**config.mk**
```make
export PLATFORM = sky130hd
export DESIGN_NAME = dpot_regs
export DESIGN_NICKNAME = d
export VERILOG_FILES = /design/src/rtl/dpot_pkg.sv /design/src/rtl/dpot_powerup.sv /design/src/rtl/dpot_nvstore.sv /design/src/rtl/dpot_volregs.sv /design/src/rtl/dpot_regs.sv
export SDC_FILE = /design/constraint.sdc
export NUM_CORES = 1
export LEC_CHECK = 0
export BUFFER_PORTS_ARGS = -buffer_cell sky130_fd_sc_hd__buf_2
export CAP_MARGIN = 20
export CORE_MARGIN = 2
export CORE_UTILIZATION = 50
export CTS_BUF_LIST = sky130_fd_sc_hd__clkbuf_2 sky130_fd_sc_hd__clkbuf_4 sky130_fd_sc_hd__clkbuf_8
export DETAILED_ROUTE_END_ITERATION = 8
export GPL_ROUTABILITY_DRIVEN = 0
export PLACE_DENSITY = 0.7
export REMOVE_ABC_BUFFERS = 1
export SLEW_MARGIN = 20
export SYNTH_ARGS = -nofsm -noshare
export SYNTH_HDL_FRONTEND = slang
export SYNTH_HIERARCHICAL = 1
export SYNTH_SLANG_ARGS = --single-unit
```
**constraint.sdc**
```tcl
create_clock -name clk -period 2.51 [get_ports clk]
set_input_delay 0.502 -clock clk [delete_from_list [all_inputs] [get_ports clk]]
set_output_delay 0.502 -clock clk [all_outputs]
set_load 0.1 [all_outputs]
```
**src/rtl/dpot_pkg.sv**
```systemverilog
package dpot_pkg;

   // power-up sequencer phases
   typedef enum logic [1:0] {
      PU_PARK = 2'd0,
      PU_LOAD = 2'd1,
      PU_RUN  = 2'd2
   } pu_state_t;

endpackage

```
**src/rtl/dpot_powerup.sv**
```systemverilog
module dpot_powerup
   import dpot_pkg::*;
(
   input  logic      clk,
   input  logic      rst_n,
   input  logic      supply_ok,
   output pu_state_t state
);

   always_ff @(posedge clk or negedge rst_n) begin
      if (!rst_n) begin
         state <= PU_PARK;
      end else begin
         unique case (state)
            PU_PARK: if (supply_ok) state <= PU_LOAD;
            PU_LOAD: state <= PU_RUN;
            default: state <= PU_RUN;
         endcase
      end
   end

endmodule

```
**src/rtl/dpot_nvstore.sv**
```systemverilog
module dpot_nvstore #(
   parameter int unsigned DATA_W    = 8,
   parameter int unsigned NUM_GP    = 14,
   parameter int unsigned WR_CYCLES = 20,
   parameter int unsigned INIT_IVR  = 128,
   parameter int unsigned GPI_W     = 4
) (
   input  logic              clk,
   input  logic              rst_n,
   input  logic              ivr_req,
   input  logic              gp_req,
   input  logic [GPI_W-1:0]  gp_sel,
   input  logic [DATA_W-1:0] wdata,
   output logic              ivr_take,
   output logic [DATA_W-1:0] ivr_q,
   output logic [DATA_W-1:0] gp_rdata,
   output logic              busy
);

   logic              start;
   logic              gp_take;
   logic [DATA_W-1:0] gp_q [NUM_GP];

   assign ivr_take = ivr_req & ~busy;
   assign gp_take  = gp_req & ~busy;
   assign start    = ivr_take | gp_take;

   always_ff @(posedge clk or negedge rst_n) begin
      if (!rst_n)        ivr_q <= DATA_W'(INIT_IVR);
      else if (ivr_take) ivr_q <= wdata;
   end

   for (genvar g = 0; g < NUM_GP; g++) begin : g_gp
      always_ff @(posedge clk or negedge rst_n) begin
         if (!rst_n)
            gp_q[g] <= '0;
         else if (gp_take && gp_sel == GPI_W'(g))
            gp_q[g] <= wdata;
      end
   end

   always_comb begin
      gp_rdata = '0;
      for (int k = 0; k < NUM_GP; k++) begin
         if (gp_sel == GPI_W'(k)) gp_rdata = gp_q[k];
      end
   end

   if (WR_CYCLES == 1) begin : g_tmr_one
      always_ff @(posedge clk or negedge rst_n) begin
         if (!rst_n) busy <= 1'b0;
         else        busy <= start;
      end
   end else begin : g_tmr_cnt
      localparam int unsigned CNT_W = $clog2(WR_CYCLES);
      logic [CNT_W-1:0] cnt;
      always_ff @(posedge clk or negedge rst_n) begin
         if (!rst_n) begin
            busy <= 1'b0;
            cnt  <= '0;
         end else if (start) begin
            busy <= 1'b1;
            cnt  <= CNT_W'(WR_CYCLES - 1);
         end else if (busy) begin
            if (cnt == '0) busy <= 1'b0;
            else           cnt  <= cnt - 1'b1;
         end
      end
   end

endmodule

```
**src/rtl/dpot_volregs.sv**
```systemverilog
module dpot_volregs #(
   parameter int unsigned DATA_W    = 8,
   parameter int unsigned PARK_CODE = 128
) (
   input  logic              clk,
   input  logic              rst_n,
   input  logic              load_init,
   input  logic [DATA_W-1:0] ivr_q,
   input  logic              ivr_take,
   input  logic              wiper_wr,
   input  logic              acr_wr,
   input  logic [DATA_W-1:0] wdata,
   output logic [DATA_W-1:0] wiper,
   output logic              vol,
   output logic              run
);

   always_ff @(posedge clk or negedge rst_n) begin
      if (!rst_n)                    wiper <= DATA_W'(PARK_CODE);
      else if (load_init)            wiper <= ivr_q;
      else if (ivr_take || wiper_wr) wiper <= wdata;
   end

   always_ff @(posedge clk or negedge rst_n) begin
      if (!rst_n) begin
         vol <= 1'b0;
         run <= 1'b1;
      end else if (acr_wr) begin
         vol <= wdata[DATA_W-1];
         run <= wdata[DATA_W-2];
      end
   end

endmodule

```
**src/rtl/dpot_regs.sv**
```systemverilog
module dpot_regs
   import dpot_pkg::*;
#(
   parameter int unsigned DATA_W    = 8,
   parameter int unsigned ADDR_W    = 5,
   parameter int unsigned DEV_W     = 7,
   parameter int unsigned SEL_W     = 2,
   parameter int unsigned DEV_ID    = 7'b1010000,
   parameter int unsigned NUM_GP    = 14,
   parameter int unsigned ACR_ADDR  = 16,
   parameter int unsigned WR_CYCLES = 20,
   parameter int unsigned PARK_CODE = 128,
   parameter int unsigned INIT_IVR  = 128
) (
   input  logic              clk,
   input  logic              rst_n,
   input  logic              supply_ok,
   input  logic [SEL_W-1:0]  pin_sel,
   input  logic [DEV_W-1:0]  dev_addr,
   input  logic [ADDR_W-1:0] reg_addr,
   input  logic [DATA_W-1:0] wr_data,
   input  logic              wr_en,
   input  logic              rd_en,
   output logic [DATA_W-1:0] rd_data,
   output logic [DATA_W-1:0] wiper_code,
   output logic              shutdown
);

   localparam int unsigned GPI_W = $clog2(NUM_GP);
   localparam logic [ADDR_W-1:0] A_GP_LAST = ADDR_W'(NUM_GP);
   localparam logic [ADDR_W-1:0] A_ACR     = ADDR_W'(ACR_ADDR);
   localparam logic [DEV_W-1:0]  DEV_FIX   = DEV_W'(DEV_ID);

   if (DATA_W < 3)                    begin : g_bad_data $error("DATA_W too small for control bits"); end
   if (NUM_GP < 2)                    begin : g_bad_gp   $error("NUM_GP must be at least 2"); end
   if (ACR_ADDR <= NUM_GP)            begin : g_bad_acr  $error("ACR_ADDR overlaps stored bytes"); end
   if (ACR_ADDR >= (1 << ADDR_W))     begin : g_bad_aw   $error("ACR_ADDR outside address space"); end
   if (WR_CYCLES < 1)                 begin : g_bad_wc   $error("WR_CYCLES must be at least 1"); end
   if (SEL_W < 1 || SEL_W >= DEV_W)   begin : g_bad_sel  $error("SEL_W out of range"); end
   if (PARK_CODE >= (1 << DATA_W))    begin : g_bad_park $error("PARK_CODE too wide"); end
   if (INIT_IVR >= (1 << DATA_W))     begin : g_bad_init $error("INIT_IVR too wide"); end

   pu_state_t         pu_state;
   logic              ready;
   logic              dev_ok;
   logic              acc_wr, acc_rd;
   logic              is_zero, is_gp, is_acr;
   logic              ivr_take, nv_busy;
   logic              acr_vol, acr_run;
   logic [DATA_W-1:0] ivr_q, gp_rdata, rd_mux, wiper;
   logic [DATA_W-1:0] acr_val;
   logic [GPI_W-1:0]  gp_sel;

   dpot_powerup u_pu (
      .clk       (clk),
      .rst_n     (rst_n),
      .supply_ok (supply_ok),
      .state     (pu_state)
   );

   assign ready  = (pu_state == PU_RUN);
   assign dev_ok = (dev_addr[SEL_W-1:0] == pin_sel) &&
                   (dev_addr[DEV_W-1:SEL_W] == DEV_FIX[DEV_W-1:SEL_W]);
   assign acc_wr = wr_en & dev_ok & ready;
   assign acc_rd = rd_en & dev_ok & ready;

   assign is_zero = (reg_addr == '0);
   assign is_gp   = (reg_addr != '0) && (reg_addr <= A_GP_LAST);
   assign is_acr  = (reg_addr == A_ACR);
   assign gp_sel  = GPI_W'(reg_addr - 1'b1);

   dpot_nvstore #(
      .DATA_W    (DATA_W),
      .NUM_GP    (NUM_GP),
      .WR_CYCLES (WR_CYCLES),
      .INIT_IVR  (INIT_IVR),
      .GPI_W     (GPI_W)
   ) u_nv (
      .clk      (clk),
      .rst_n    (rst_n),
      .ivr_req  (acc_wr & is_zero & ~acr_vol),
      .gp_req   (acc_wr & is_gp),
      .gp_sel   (gp_sel),
      .wdata    (wr_data),
      .ivr_take (ivr_take),
      .ivr_q    (ivr_q),
      .gp_rdata (gp_rdata),
      .busy     (nv_busy)
   );

   dpot_volregs #(
      .DATA_W    (DATA_W),
      .PARK_CODE (PARK_CODE)
   ) u_vol (
      .clk       (clk),
      .rst_n     (rst_n),
      .load_init (pu_state == PU_LOAD),
      .ivr_q     (ivr_q),
      .ivr_take  (ivr_take),
      .wiper_wr  (acc_wr & is_zero & acr_vol),
      .acr_wr    (acc_wr & is_acr),
      .wdata     (wr_data),
      .wiper     (wiper),
      .vol       (acr_vol),
      .run       (acr_run)
   );

   assign acr_val = {acr_vol, acr_run, nv_busy, {(DATA_W-3){1'b0}}};

   always_comb begin
      if (is_zero)     rd_mux = acr_vol ? wiper : ivr_q;
      else if (is_gp)  rd_mux = gp_rdata;
      else if (is_acr) rd_mux = acr_val;
      else             rd_mux = '0;
   end

   always_ff @(posedge clk or negedge rst_n) begin
      if (!rst_n)      rd_data <= '0;
      else if (acc_rd) rd_data <= rd_mux;
   end

   assign wiper_code = wiper;
   assign shutdown   = ~acr_run;

endmodule

```
==> impl_metrics.tcl <==
set metrics [dict create \
    root_buffer "clkbuf_8" \
    cp_max_fo 16 \
    dp.cells 897 \
    worstPathRequired_ns 2.88 \
    avgSynthCellArea_um2 12.1 \
    status "complete, no violations" \
    synth.distinct_cells 76 \
    wl_per_cell_um 20.8 \
    ios 44 \
    wl_mm 19.4 \
    power_leakage_nw 4.36 \
    nets 764 \
    die_w_um 127 \
    diodes 0 \
    synthAdderAreaFrac_pct 0.832 \
    crit_path_end_kind "flip-flop" \
    fin_setup_tns_ns 0 \
    fin_worst_skew_ns 0.0106 \
    drv_slew 0 \
    rsz0062_at_grt "false" \
    seqPwrFrac_pct 46.1 \
    post-cts-setup-buffers 0 \
    mostFrequentLayoutCell "dfrtp_1" \
    synthToLayoutAreaGrowth_pct 18.7 \
    synth_edf_count 0 \
    cts_max_level 4 \
    ys.flop_type "dfrtp_1" \
    hold_class "in2async" \
    p_sw_share_pct 31.2 \
    grt_max_degree 63 \
    die_h_um 127 \
    multiInputGateArea_um2 3600 \
    cts_sinks 146 \
    portBuffers 43 \
    clk_pin_slew_ns 0.08 \
    place.detailed.hpwl_mm 13.8 \
    antenna_found_initial 0 \
    worst_pin_slew_ns 0.744 \
    ant_nets 0 \
    switching_power_mw 1.64 \
    cts.path.max_buffers 2 \
    peakVddDrop_v 0.000505 \
    p_per_area_nw_per_um2 591 \
    most-common-layout-cells "dfrtp_1 (143), mux2_2 (122), buf_4 (72)" \
    pwr-share-comb_pct 18.6 \
    core_um2 14600 \
    regArea_um2 3660 \
    synth_warnings 6 \
    placementRows 44 \
    viasPerCell 6.06 \
    first_global_vias 5907 \
    instances_no_fill 929 \
    drcViolationCount 0 \
    synth-xor-area-share_pct 1.16 \
    synthSimpleGateAreaFrac_pct 11.8 \
    vias 5632 \
    fin_crit_ns 2.40 \
    hold_violations 0 \
    synth-seq-area-share_pct 48.6 \
    cp.arrival_ns 2.77 \
    fillers 1145 \
    drt-pass1-iter-count 5 \
    track_usage_pct 25.2 \
    fmax_mhz 417 \
    clkPwrFrac_pct 35.2 \
    intPower_mw 3.63 \
    drive_gt1_share_pct 42.7 \
    synth_area_um2 7520 \
    muxShareOfSynthArea_pct 23.2 \
    maxCapViolCount 0 \
    synth-compound-area-share_pct 10.2 \
    synth_top_family_by_area "multiplexers" \
    die_area_um2 16000 \
    start_util_pct 51.6 \
    worst-setup-path-type "in2reg" \
    overflow 0 \
    grt_pass1_wl_mm 31.1 \
    cp-start-kind "input port" \
    numCtsBuffers 17 \
    drtIter0Drc 470 \
    post-route-period-util_pct 95.6 \
    cts_tree "yes" \
    maxSlewHeadroom_pct 50.2 \
    setup_viol 0 \
    insertion_delay_ns 0.45 \
    postSynthCellCount 624 \
    synth_seq_cells 146 \
    async_flop_share_pct 100 \
]
power by group through the flow:
stage / Clock (mW) / Sequential [mW] / Combinational (mW)
after CTS: 1.88 / 2.43 / 0.968
after global routing: 1.99 / 2.44 / 1.04
final: 1.86 / 2.43 / 0.982
after floorplan: 0 / 2.76 / 0.287
after detailed placement: 0 / 2.48 / 0.965
after global placement: 0 / 2.48 / 0.948
final timing paths:
path / slack [ns] / depth (start not counted) / endpoint / startpoint
min reg2reg: 0.50 / 1 / u_nv/gp_q[39] / u_nv/gp_q[39]
max in group asynchronous: 1.75 / 2 / u_nv/gp_q[106] / rst_n
min: 0.04 / 1 / u_vol/wiper[6] / rst_n
min in group clk: 0.31 / 2 / u_pu/state[0] / supply_ok
max reg2reg: 0.15 / 9 / u_nv/gp_q[72] / u_pu/state[0]
max: 0.11 / 12 / rd_data[1] / reg_addr[0]
per-layer routing:
layer / global-route usage, % / vias to the layer above / share of wire [%]
met5: 0 / - / 0
met4: 10.9 / 0 / 3.3
met3: 5.99 / 48 / 6.8
met2: 41.4 / 226 / 48
met1: 31.9 / 2825 / 42
li1: - / 2533 / -
cells by family after synthesis:
group	Yosys count
muxes	150
DFF	146
and+or+nand+nor	145
AOI/OAI and AO/OA	105
buffers and inverters	63
xor gates and xnor gates	10
adders and majority gates	5
per-stage QoR:
step                      util (%)  hold WS, ns  worst slack, ns  cell area [um2]  power (mW)
after global placement        58.2        0.474           -0.271             8490        3.43
after global routing          61.2       0.0537           0.0321             8930        5.47
after detailed placement      58.2        0.484           -0.321             8490        3.44
after floorplan                  -        0.206            -2.30             7310        3.04
final                         61.2       0.0371            0.110             8930        5.28
after CTS                     60.9       0.0439           0.0403             8890        5.29
cells in the mapped netlist (all sizes together), types with 3 or more instances:
master  count  area [um2]
nor4b       4        47.6
or4b       10         104
o41ai       6        71.3
nor4        6        67.6
o311ai      8        70.1
nor3       10        55.1
a32oi       5        43.8
a21oi      15        75.1
nand2      52         210
a31oi      10        62.6
o31ai       3        22.5
mux4        7         158
xnor2       5        43.8
mux2i      16         160
a221oi      4        35.0
nand3       8        45.0
a211oi      7        52.6
mux2      127        1430
o21ai      18        90.1
ha          5        62.6
o22ai       3        18.8
and2        3        18.8
nor2b      11        71.3
dfstp       3        78.8
nand4       7        43.8
a41oi       5        43.8
inv        27         101
buf        22         159
o22a        3        26.3
dfrtp     143        3580
xor2        5        43.8
o211ai      3        27.5
nand2b     11        76.3
nor2       13        66.3
clkbuf     13        48.8
registers in the layout, indices dropped and copies added, names as in the netlist:
signal and count:
u_nv/busy 1, u_nv/gp_q 112, u_vol/vol 1, rd_data 8, u_vol/wiper 8, u_nv/ivr_q 8
u_vol/run 1, u_nv/g_tmr_cnt.cnt 5, u_pu/state 2
worst max-delay path, cell delays in order:
cell and delay, ns:
buf_2 0.10, inv_2 0.06, ha_1 0.29, inv_1 0.11
buf_12 0.17, nor2b_1 0.40, a221oi_1 0.16, a21oi_1 0.21
o41ai_2 0.10, o221ai_1 0.30, nand4_1 0.13, a31oi_1 0.22
layout make-up:
cell class	count	share of cell area [%]
Tap cell	184	2.58
Inverter	28	1.18
Clock buffer	20	2.94
Sequential cell	146	41.0
Multi-Input combinational cell	415	40.3
Timing Repair Buffer	124	10.6
Clock inverter	12	1.47
repair_timing:
action | CTS | global route
resized for setup | 0 | 8
hold buffers | 0 | 0
endpoints found under the setup margin | 0 | 66
Power figures use the tool's default switching activity.
